`config.mk`:
```
export PLATFORM = sky130hd
export DESIGN_NAME = dre_range_extractor
export DESIGN_NICKNAME = d
export VERILOG_FILES = /design/src/rtl/dre_pkg.sv /design/src/rtl/dre_win_map.sv /design/src/rtl/dre_scan_ctrl.sv /design/src/rtl/dre_range_bank.sv /design/src/rtl/dre_range_extractor.sv
export SDC_FILE = /design/constraint.sdc
export NUM_CORES = 1
export LEC_CHECK = 0
export ABC_AREA = 1
export BUFFER_PORTS_ARGS = -buffer_cell sky130_fd_sc_hd__buf_2
export CAP_MARGIN = 20
export CORE_MARGIN = 4
export CORE_UTILIZATION = 40
export CTS_BUF_LIST = sky130_fd_sc_hd__clkbuf_4 sky130_fd_sc_hd__clkbuf_8
export DETAILED_ROUTE_END_ITERATION = 7
export PLACE_DENSITY = 0.78
export SETUP_SLACK_MARGIN = 0.15
export SYNTH_ARGS = -nofsm -noshare
export SYNTH_HDL_FRONTEND = slang
export SYNTH_SLANG_ARGS = --single-unit
```
`constraint.sdc`:
```
create_clock -name clk_i -period 3.75 [get_ports clk_i]
set_input_delay 0.9375 -clock clk_i [delete_from_list [all_inputs] [get_ports clk_i]]
set_output_delay 0.9375 -clock clk_i [all_outputs]
set_load 0.03 [all_outputs]
```
`src/rtl/dre_pkg.sv`:
```
package dre_pkg;
  localparam int ADDR_W = 32;
  typedef logic [ADDR_W-1:0] addr_t;
  typedef logic [ADDR_W:0]   addr_ext_t;   // one spare bit so top-of-space + 1 does not wrap
endpackage

```
`src/rtl/dre_win_map.sv`:
```
// Maps a scan position to its address window (two granularities).
module dre_win_map
  import dre_pkg::*;
#(
  parameter int    IDX_W        = 5,
  parameter int    FINE_COUNT   = 16,
  parameter int    FINE_SHIFT   = 24,
  parameter int    COARSE_SHIFT = 28,
  parameter addr_t FINE_BASE    = 32'hF000_0000
) (
  input  logic [IDX_W-1:0] idx_i,
  output addr_t            lo_o,
  output addr_t            hi_o,
  output addr_ext_t        nxt_o
);
  localparam logic [IDX_W-1:0] FINE_LIM    = IDX_W'(FINE_COUNT);
  localparam addr_t            FINE_SPAN   = addr_t'((64'd1 << FINE_SHIFT) - 64'd1);
  localparam addr_t            COARSE_SPAN = addr_t'((64'd1 << COARSE_SHIFT) - 64'd1);

  always_comb begin
    if (idx_i < FINE_LIM) begin
      lo_o = FINE_BASE | (addr_t'(idx_i) << FINE_SHIFT);
      hi_o = lo_o + FINE_SPAN;
    end else begin
      lo_o = addr_t'(idx_i - FINE_LIM) << COARSE_SHIFT;
      hi_o = lo_o + COARSE_SPAN;
    end
    nxt_o = addr_ext_t'(hi_o) + addr_ext_t'(1);
  end
endmodule

```
`src/rtl/dre_scan_ctrl.sv`:
```
// Position counter, busy and done sequencing.
module dre_scan_ctrl #(
  parameter int IDX_W    = 5,
  parameter int LAST_IDX = 30
) (
  input  logic             clk_i,
  input  logic             rst_ni,
  input  logic             start_i,
  input  logic             abort_i,
  output logic             load_o,
  output logic             step_o,
  output logic [IDX_W-1:0] idx_o,
  output logic             busy_o,
  output logic             done_o
);
  localparam logic [IDX_W-1:0] LAST = IDX_W'(LAST_IDX);

  logic             busy_q, busy_d;
  logic             done_q, done_d;
  logic [IDX_W-1:0] idx_q, idx_d;
  logic             idx_en, finish;

  always_comb begin
    load_o = start_i & ~busy_q;
    step_o = busy_q;
    finish = busy_q & (abort_i | (idx_q == LAST));
    idx_en = load_o | busy_q;
    idx_d  = load_o ? '0 : idx_q + IDX_W'(1);
    done_d = finish;
    if (load_o)      busy_d = 1'b1;
    else if (finish) busy_d = 1'b0;
    else             busy_d = busy_q;
  end

  always_ff @(posedge clk_i or negedge rst_ni) begin
    if (!rst_ni) begin
      busy_q <= 1'b0;
      done_q <= 1'b0;
      idx_q  <= '0;
    end else begin
      busy_q <= busy_d;
      done_q <= done_d;
      if (idx_en) idx_q <= idx_d;
    end
  end

  assign idx_o  = idx_q;
  assign busy_o = busy_q;
  assign done_o = done_q;
endmodule

```
`src/rtl/dre_range_bank.sv`:
```
// Range slots: merge adjacent windows, open new slots, flag overflow.
module dre_range_bank
  import dre_pkg::*;
#(
  parameter int NUM_RANGES = 3
) (
  input  logic                       clk_i,
  input  logic                       rst_ni,
  input  logic                       clear_i,
  input  logic                       step_i,
  input  logic                       hit_i,
  input  addr_t                      lo_i,
  input  addr_t                      hi_i,
  input  addr_ext_t                  nxt_i,
  output logic                       abort_o,
  output logic  [NUM_RANGES-1:0]     valid_o,
  output addr_t [NUM_RANGES-1:0]     lo_o,
  output addr_t [NUM_RANGES-1:0]     hi_o,
  output logic                       ovf_o
);
  localparam int              CNT_W = $clog2(NUM_RANGES + 1);
  localparam logic [CNT_W-1:0] FULL = CNT_W'(NUM_RANGES);

  logic [CNT_W-1:0] cnt_q, cnt_d;
  addr_ext_t        nxt_q, nxt_d;
  logic             ovf_q, ovf_d;
  logic             take, join_w, open_w;

  always_comb begin
    take    = step_i & hit_i;
    join_w  = take & (cnt_q != '0) & (addr_ext_t'(lo_i) == nxt_q);
    open_w  = take & ~join_w & (cnt_q != FULL);
    abort_o = take & ~join_w & (cnt_q == FULL);

    cnt_d = cnt_q;
    nxt_d = nxt_q;
    ovf_d = ovf_q;
    if (clear_i) begin
      cnt_d = '0;
      nxt_d = '0;
      ovf_d = 1'b0;
    end else begin
      if (open_w)          cnt_d = cnt_q + CNT_W'(1);
      if (open_w | join_w) nxt_d = nxt_i;
      if (abort_o)         ovf_d = 1'b1;
    end
  end

  always_ff @(posedge clk_i or negedge rst_ni) begin
    if (!rst_ni) begin
      cnt_q <= '0;
      nxt_q <= '0;
      ovf_q <= 1'b0;
    end else begin
      cnt_q <= cnt_d;
      nxt_q <= nxt_d;
      ovf_q <= ovf_d;
    end
  end

  for (genvar k = 0; k < NUM_RANGES; k++) begin : g_slot
    logic  v_q, v_d;
    addr_t lo_q, lo_d, hi_q, hi_d;
    logic  wr_open, wr_ext;

    always_comb begin
      wr_open = open_w & (cnt_q == CNT_W'(k));
      wr_ext  = join_w & (cnt_q == CNT_W'(k + 1));
      v_d  = v_q;
      lo_d = lo_q;
      hi_d = hi_q;
      if (clear_i) begin
        v_d  = 1'b0;
        lo_d = '0;
        hi_d = '0;
      end else if (wr_open) begin
        v_d  = 1'b1;
        lo_d = lo_i;
        hi_d = hi_i;
      end else if (wr_ext) begin
        hi_d = hi_i;
      end
    end

    always_ff @(posedge clk_i or negedge rst_ni) begin
      if (!rst_ni) begin
        v_q  <= 1'b0;
        lo_q <= '0;
        hi_q <= '0;
      end else begin
        v_q  <= v_d;
        lo_q <= lo_d;
        hi_q <= hi_d;
      end
    end

    assign valid_o[k] = v_q;
    assign lo_o[k]    = lo_q;
    assign hi_o[k]    = hi_q;
  end

  assign ovf_o = ovf_q;
endmodule

```
`src/rtl/dre_range_extractor.sv`:
```
module dre_range_extractor
  import dre_pkg::*;
#(
  parameter int    NUM_RANGES   = 3,
  parameter addr_t DECODE_MASK  = 32'h003F_FFFF,
  parameter int    LAST_IDX     = 30,
  parameter int    FINE_COUNT   = 16,
  parameter int    FINE_SHIFT   = 24,
  parameter int    COARSE_SHIFT = 28,
  parameter addr_t FINE_BASE    = 32'hF000_0000
) (
  input  logic                                clk_i,
  input  logic                                rst_ni,
  input  logic                                start_i,
  input  logic [ADDR_W-1:0]                   decode_i,
  output logic                                busy_o,
  output logic                                done_o,
  output logic [NUM_RANGES-1:0]               rng_valid_o,
  output logic [NUM_RANGES-1:0][ADDR_W-1:0]   rng_start_o,
  output logic [NUM_RANGES-1:0][ADDR_W-1:0]   rng_end_o,
  output logic                                overflow_o
);
  localparam int               IDX_W   = $clog2(ADDR_W);
  localparam logic [IDX_W-1:0] TOP_BIT = IDX_W'(ADDR_W - 1);

  logic             load, step, abort, hit;
  logic [IDX_W-1:0] idx;
  addr_t            word_q, word_d;
  addr_t            win_lo, win_hi;
  addr_ext_t        win_nxt;

  always_comb begin
    word_d = load ? (decode_i & DECODE_MASK) : word_q;
    hit    = word_q[TOP_BIT - idx];
  end

  always_ff @(posedge clk_i or negedge rst_ni) begin
    if (!rst_ni) word_q <= '0;
    else         word_q <= word_d;
  end

  dre_scan_ctrl #(
    .IDX_W    (IDX_W),
    .LAST_IDX (LAST_IDX)
  ) u_ctrl (
    .clk_i   (clk_i),
    .rst_ni  (rst_ni),
    .start_i (start_i),
    .abort_i (abort),
    .load_o  (load),
    .step_o  (step),
    .idx_o   (idx),
    .busy_o  (busy_o),
    .done_o  (done_o)
  );

  dre_win_map #(
    .IDX_W        (IDX_W),
    .FINE_COUNT   (FINE_COUNT),
    .FINE_SHIFT   (FINE_SHIFT),
    .COARSE_SHIFT (COARSE_SHIFT),
    .FINE_BASE    (FINE_BASE)
  ) u_map (
    .idx_i (idx),
    .lo_o  (win_lo),
    .hi_o  (win_hi),
    .nxt_o (win_nxt)
  );

  dre_range_bank #(
    .NUM_RANGES (NUM_RANGES)
  ) u_bank (
    .clk_i   (clk_i),
    .rst_ni  (rst_ni),
    .clear_i (load),
    .step_i  (step),
    .hit_i   (hit),
    .lo_i    (win_lo),
    .hi_i    (win_hi),
    .nxt_i   (win_nxt),
    .abort_o (abort),
    .valid_o (rng_valid_o),
    .lo_o    (rng_start_o),
    .hi_o    (rng_end_o),
    .ovf_o   (overflow_o)
  );
endmodule

```
After elaboration in Yosys (flattened, before gate mapping)
Index checks and enable logic that the tools add are counted.
{"block": "classes", "n_reduce_logical": 12, "muxes": 34, "magnitude_cmp": 2, "n_bitwise": 19, "add_sub_neg": 7, "n_eq_ne": 6}
{"operator": "two-way mux 32 bit", "n": 17}
{"operator": "two-way mux 33 bit", "n": 2}
{"operator": "adder 32 x 1 -> 33 bit, second input constant", "n": 1}
{"operator": "equality test 32 x 33 -> 1 bit", "n": 1}
{"operator": "adder 32 x 28 -> 32 bit, second input constant", "n": 1}
{"operator": "adder 29 x 25 -> 30 bit, second input constant", "n": 1}
{"operator": "nonzero test 2 bit", "n": 8}
{"operator": "bitwise AND 1 bit", "n": 14}
{"operator": "two-way mux 1 bit", "n": 11}
{"operator": "nonzero test 3 bit", "n": 3}
{"operator": "less-than comparator 5 x 6 -> 1 bit, second input constant", "n": 1}
{"operator": "adder 5 x 1 -> 5 bit, second input constant", "n": 1}
{"operator": "binary-select mux 1 bit (select 5 bit)", "n": 1}
{"operator": "equality test 5 bit, second input constant", "n": 1}
{"operator": "less-than comparator 5 bit, second input constant", "n": 1}
{"operator": "two-way mux 5 bit", "n": 1}
{"operator": "subtractor 5 bit, first input constant", "n": 1}
{"operator": "equality test 2 bit, second input constant", "n": 2}
{"operator": "two-way mux 2 bit", "n": 2}
{"operator": "subtractor 4 x 1 -> 4 bit, second input constant", "n": 1}
{"operator": "bitwise OR 1 bit", "n": 3}
{"operator": "adder 2 x 1 -> 2 bit, second input constant", "n": 1}
{"operator": "equality test 2 x 1 -> 1 bit, second input constant", "n": 1}
{"operator": "zero test 2 bit", "n": 1}
{"operator": "other kinds (2)", "n": 3}
{"block": "totals", "reg_bits": 260, "in_bits": 35, "out_inout_bits": 198}

Depth between registers and ports, before layout
{"block": "logic_depth", "ltp_word": 13, "depth_mapped": 15, "mapped_depth_nobuf": 15}

Cells and area by module
Synthesis repeated with hierarchy kept, for this count alone.
{"block": "unflattened", "hier_cells": 1557, "hier_area_um2": 12866.1}
{"mod": "dre_range_bank", "area_each_um2": 10676.5, "cells_each": 1285, "instances": 1, "seq_area_each_um2": 5780.5}
{"mod": "dre_range_extractor", "area_each_um2": 1042.2, "cells_each": 109, "instances": 1, "seq_area_each_um2": 550.5}
{"mod": "dre_win_map", "area_each_um2": 790.8, "cells_each": 123, "instances": 1, "seq_area_each_um2": 0.0}
{"mod": "dre_scan_ctrl", "area_each_um2": 356.6, "cells_each": 40, "instances": 1, "seq_area_each_um2": 175.2}

Worst setup path after synthesis
No wires, ideal clock.
{"block": "synth_timing", "kind": "input to register", "from": "input start_i", "to": "register u_bank.g_slot[1].lo_q[27]", "arrival_time_ns": 2.009, "setup_slack_ns": 1.675, "setup_ns": 0.066, "stages": 8, "path_buffers": 3, "cell_sequence": "inv_1 > nor2_1 > inv_1 > buf_2 > clkbuf_1 > clkbuf_1 > nand3_1 > nand2_1"}
{"block": "synth_between", "elab_chain_len": 2, "elab_cells_between_ends": 3, "classes_between": "mux (1); bitwise (1); reduce/logical (1)"}
{"item": "start, declared", "line": "dre_range_extractor.sv:14", "text": "input logic start_i,"}
{"item": "bitwise AND 1 bit (*)", "line": "dre_scan_ctrl.sv:24", "text": "load_o = start_i & ~busy_q;"}
{"item": "two-way mux 32 bit / nonzero test 2 bit (equally long branches)"}
{"item": "end signal, assigned", "line": "dre_range_bank.sv:92", "text": "lo_q <= lo_d;"}
{"item": "end, declared", "line": "dre_range_bank.sv:63", "text": "addr_t lo_q, lo_d, hi_q, hi_d;"}
Every way passes the cells marked *; elsewhere a longest branch is shown, timed or not.
A chain may end at the register's enable or synchronous reset.

Worst setup path after layout
{"block": "layout_timing", "from": "register u_ctrl.idx_q[1], in the netlist u_ctrl.idx_o[1]", "to": "register u_bank.g_slot[0].hi_q[24]"}
{"block": "layout_between", "elab_chain_len": 12, "elab_cells_between_ends": 20, "classes_between": "add/sub (2); order compare (1); eq/ne (1); mux (7); bitwise (8); reduce/logical (1)"}
{"item": "start, declared", "line": "dre_scan_ctrl.sv:20", "text": "logic [IDX_W-1:0] idx_q, idx_d;"}
{"item": "start signal, assigned", "line": "dre_scan_ctrl.sv:43", "text": "if (idx_en) idx_q <= idx_d;"}
{"item": "subtractor 5 bit", "line": "dre_range_extractor.sv:34", "text": "hit = word_q[TOP_BIT - idx];"}
{"item": "binary-select mux 1 bit (select 5 bit)", "line": "dre_range_extractor.sv:34"}
{"item": "two-way mux 1 bit (not written as such)", "line": "dre_range_extractor.sv:34"}
{"item": "bitwise AND 1 bit", "line": "dre_range_bank.sv:30", "text": "take = step_i & hit_i;"}
{"item": "bitwise AND 1 bit (2 in series)", "line": "dre_range_bank.sv:31", "text": "join_w = take & (cnt_q != '0) & (addr_ext_t'(lo_i) == nxt_q);"}
{"item": "inverter 1 bit", "line": "dre_range_bank.sv:32", "text": "open_w = take & ~join_w & (cnt_q != FULL);"}
{"item": "bitwise AND 1 bit (2 in series)", "line": "dre_range_bank.sv:32"}
{"item": "bitwise AND 1 bit", "line": "dre_range_bank.sv:67", "text": "wr_open = open_w & (cnt_q == CNT_W'(k));"}
{"item": "two-way mux 32 bit", "line": "dre_range_bank.sv:76", "text": "end else if (wr_open) begin"}
{"item": "two-way mux 32 bit", "line": "dre_range_bank.sv:72", "text": "if (clear_i) begin"}
{"item": "end signal, assigned", "line": "dre_range_bank.sv:93", "text": "hi_q <= hi_d;"}
{"item": "end, declared", "line": "dre_range_bank.sv:63"}
Several ways; a longest one is shown, not always the timed one. The select of a mux whose other input is x is not followed.

==> impl_metrics.py <==
metrics = {
    "clock_tree": {
        "clk_latency_ns": 0.37,
        "cts_resized": 0,
        "cts_made_buffers": 9,
        "cts.sinks": 95,
        "ctsHoldBuffers": 0,
        "clk_pin_slew_ns": 0.10,
        "clk_path_buf_depth": 2,
        "cts_tree": "built",
        "cts_max_level": 3,
        "cts_setup_buffers": 0,
        "cts_root_buffer": "clkbuf_8",
    },
    "timing": {
        "period_share": 0.697,
        "hold_violations": 0,
        "max_slew_margin": 0.485,
        "clock.fmax_mhz": 383,
        "setup_violations": 0,
        "rsz0062_at_grt": "no",
        "slew_viol_final": 0,
        "fin_tns_setup_ns": 0,
        "clock_skew_ns": 0.0108,
        "worstMarginPinSlew_ns": 0.772,
        "min_period_ns": 2.61,
    },
    "synth": {
        "syn_inst": 695,
        "yosysTopAreaCell": "dfrtp_1",
        "synth-seq-cells": 95,
        "seq_area_frac_synth": 0.415,
        "syn_area_per_cell_sq_um": 8.23,
        "ys_types": 36,
        "ys_warn_count": 0,
        "synth_top_cell_area_share": 0.415,
        "synth_area_leaders": "dfrtp_1, buf_4, nand2_1",
        "netlist_area_sq_um": 5720,
    },
    "routing": {
        "viasPerCell": 4.58,
        "dr.first_iter.drc_count": 263,
        "drc": 0,
        "num_vias": 4320,
        "wirelength_mm": 12.6,
        "wl_per_cell_um": 13.4,
        "postRouteAntennaNets": 0,
        "firstDrtPassIters": 4,
    },
    "finish": {
        "layout-drive-gt1-share": 0.263,
        "nets": 801,
        "final_cell_mix": "nand2_1, buf_2, dfrtp_1, conb_1, inv_1",
        "syn_to_final_growth_pct": 3.46,
        "final_common_cell": "nand2_1",
        "diodes": 0,
        "fill_cells": 1387,
    },
    "global_routing": {
        "grt_overflow": 0,
        "grt_use_total": 0.151,
        "grt_use_met1": 0.197,
        "use_met2": 0.252,
        "grt_pass1_wl_mm": 19.7,
        "first_global_vias": 3917,
        "grtUsageMet3": 0.0280,
        "grt_max_degree": 83,
        "antenna_found_initial": 0,
        "busiest_layer": "met2",
    },
    "placed_design": {
        "port_buffers": 150,
        "routabilityCongestion": 0.839,
        "hpwl_mm": 9.01,
    },
    "setup_path": {
        "cp_max_fo": 24,
        "crit_path_start_kind": "flip-flop",
        "end_kind": "flip-flop",
        "cp.arrival_ns": 2.89,
        "cp_cell_sequence": "inv_1 -> nand2_2 -> inv_2 -> nand2_1 -> nand2_1 -> nor2_1 -> nand2_1 -> nor2_2 -> nand2_4 -> nand3_4 -> nor2_8 -> nand2_4 -> nand3_2 -> nand2_1 -> nand2_1",
        "crit_type": "flip-flop to flip-flop",
        "crit_family": "simple AND/OR/NAND/NOR gates",
        "critical_path.max_stage_delay_ns": 0.69,
        "cpMostUsedCell": "nand2_1",
        "slowest_stage": "dfrtp_1",
        "cp.required_ns": 4.02,
        "cp.buffers_inverters": 2,
    },
    "hold_path": {
        "hp-class": "primary input to async pin",
    },
    "floorplanning": {
        "pin_count": 233,
        "dieArea_sq_um": 16300,
        "rows": 43,
        "start_util": 0.411,
        "die_x_um": 128,
        "coreArea_sq_um": 13900,
        "die_h_um": 128,
    },
    "run": {
        "maxCapViolCount": 0,
    },
    "status": {
        "outcome": "finished, final reports clean",
    },
}
## kinds of logic (layout without fill, tap and decap cells)
family,Yosys count,after routing,synth area share
adders and majority gates,7,7,0.0153
and+or+nand+nor,298,298,0.243
xor gates and xnor gates,2,2,0.00437
DFF,95,95,0.415
other,1,72,0.000655
buffers and inverters,228,226,0.262
AOI/OAI and AO/OA,64,64,0.0597
## worst reg2reg max path, stage by stage, from the launching register on
cell,delay (ns)
dfrtp_1,0.69
inv_1,0.29
nand2_2,0.16
inv_2,0.06
nand2_1,0.07
nand2_1,0.06
nor2_1,0.08
nand2_1,0.07
nor2_2,0.12
nand2_4,0.09
nand3_4,0.12
nor2_8,0.06
nand2_4,0.25
nand3_2,0.23
nand2_1,0.12
nand2_1,0.06
## flip-flops by register name (all words and copies together), names as in the netlist
| register | cells |
|---|---|
| u_bank.ovf_o | 1 |
| u_ctrl.busy_o | 1 |
| u_bank.g_slot.v_q | 3 |
| u_ctrl.done_o | 1 |
| u_bank.g_slot.lo_q | 24 |
| u_bank.cnt_q | 2 |
| u_ctrl.idx_o | 5 |
| u_bank.nxt_q | 9 |
| u_bank.g_slot.hi_q | 27 |
| word_q | 22 |
## worst paths after layout
check | startpoint | end | slack, ns | cells past startpoint
max in group asynchronous | rst_ni | u_bank.g_slot[1].lo_q[24] | 2.52 | 3
hold reg to reg | word_q[19] | word_q[19] | 0.47 | 2
min in group clk_i | word_q[19] | word_q[19] | 0.47 | 2
hold / removal | rst_ni | word_q[2] | 0.40 | 1
setup / recovery | u_ctrl.idx_o[1] | u_bank.g_slot[0].hi_q[24] | 1.14 | 15
setup reg to reg | u_ctrl.idx_o[1] | u_bank.g_slot[0].hi_q[24] | 1.14 | 15
## area by class of cell
| type | count | area [sq um] | area share |
|---|---|---|---|
| Inverter | 55 | 211 | 0.0357 |
| Clock buffer | 10 | 131 | 0.0222 |
| Clock inverter | 6 | 43.8 | 0.00740 |
| Tap cell | 180 | 225 | 0.0380 |
| Multi-Input combinational cell | 443 | 2120 | 0.358 |
| Timing Repair Buffer | 155 | 811 | 0.137 |
| Sequential cell | 95 | 2380 | 0.402 |
## stage by stage
stage	utilization	instances	hold slack [ns]	instance area (sq um)	worst slack (ns)
global route	0.425	944	0.384	5920	0.866
detailed placement	0.410	927	0.454	5720	1.16
finish	0.425	944	0.397	5920	1.14
CTS	0.423	943	0.477	5890	1.14
floorplan	-	766	0.434	5990	1.67
global placement	0.410	927	0.453	5720	1.19
## cells in the mapped netlist
library cell	count
nand2_1	173
buf_4	146
dfrtp_1	95
inv_1	52
nand3_1	50
o21ai_0	32
nand4_1	24
nor2_1	23
o21ai_1	11
a21oi_1	10
buf_6	10
clkbuf_1	8
ha_1	7
nand2_2	7
a31oi_1	6
buf_1	5
nand2_4	5
nand3_2	4
buf_2	3
o211ai_1	3
inv_2	2
nand3b_1	2
nor2_2	2
nor2_4	2
nor3_1	2
buf_8	1
conb_1	1
inv_6	1
nand3_4	1
nor2_8	1
nor3b_1	1
o21ai_2	1
o31ai_1	1
or2_2	1
xnor2_2	1
xor2_1	1
## routing by layer
layer,wire length [um],up-vias,part of all wire
met4,142,0,0.011
met1,5250,2022,0.42
met3,915,8,0.072
li1,-,2124,-
met2,6340,166,0.50
met5,0,-,0
Power is left out: the tool's default activity adds up to more than one toggle a clock period on the data nets, which glitch-free logic cannot reach.
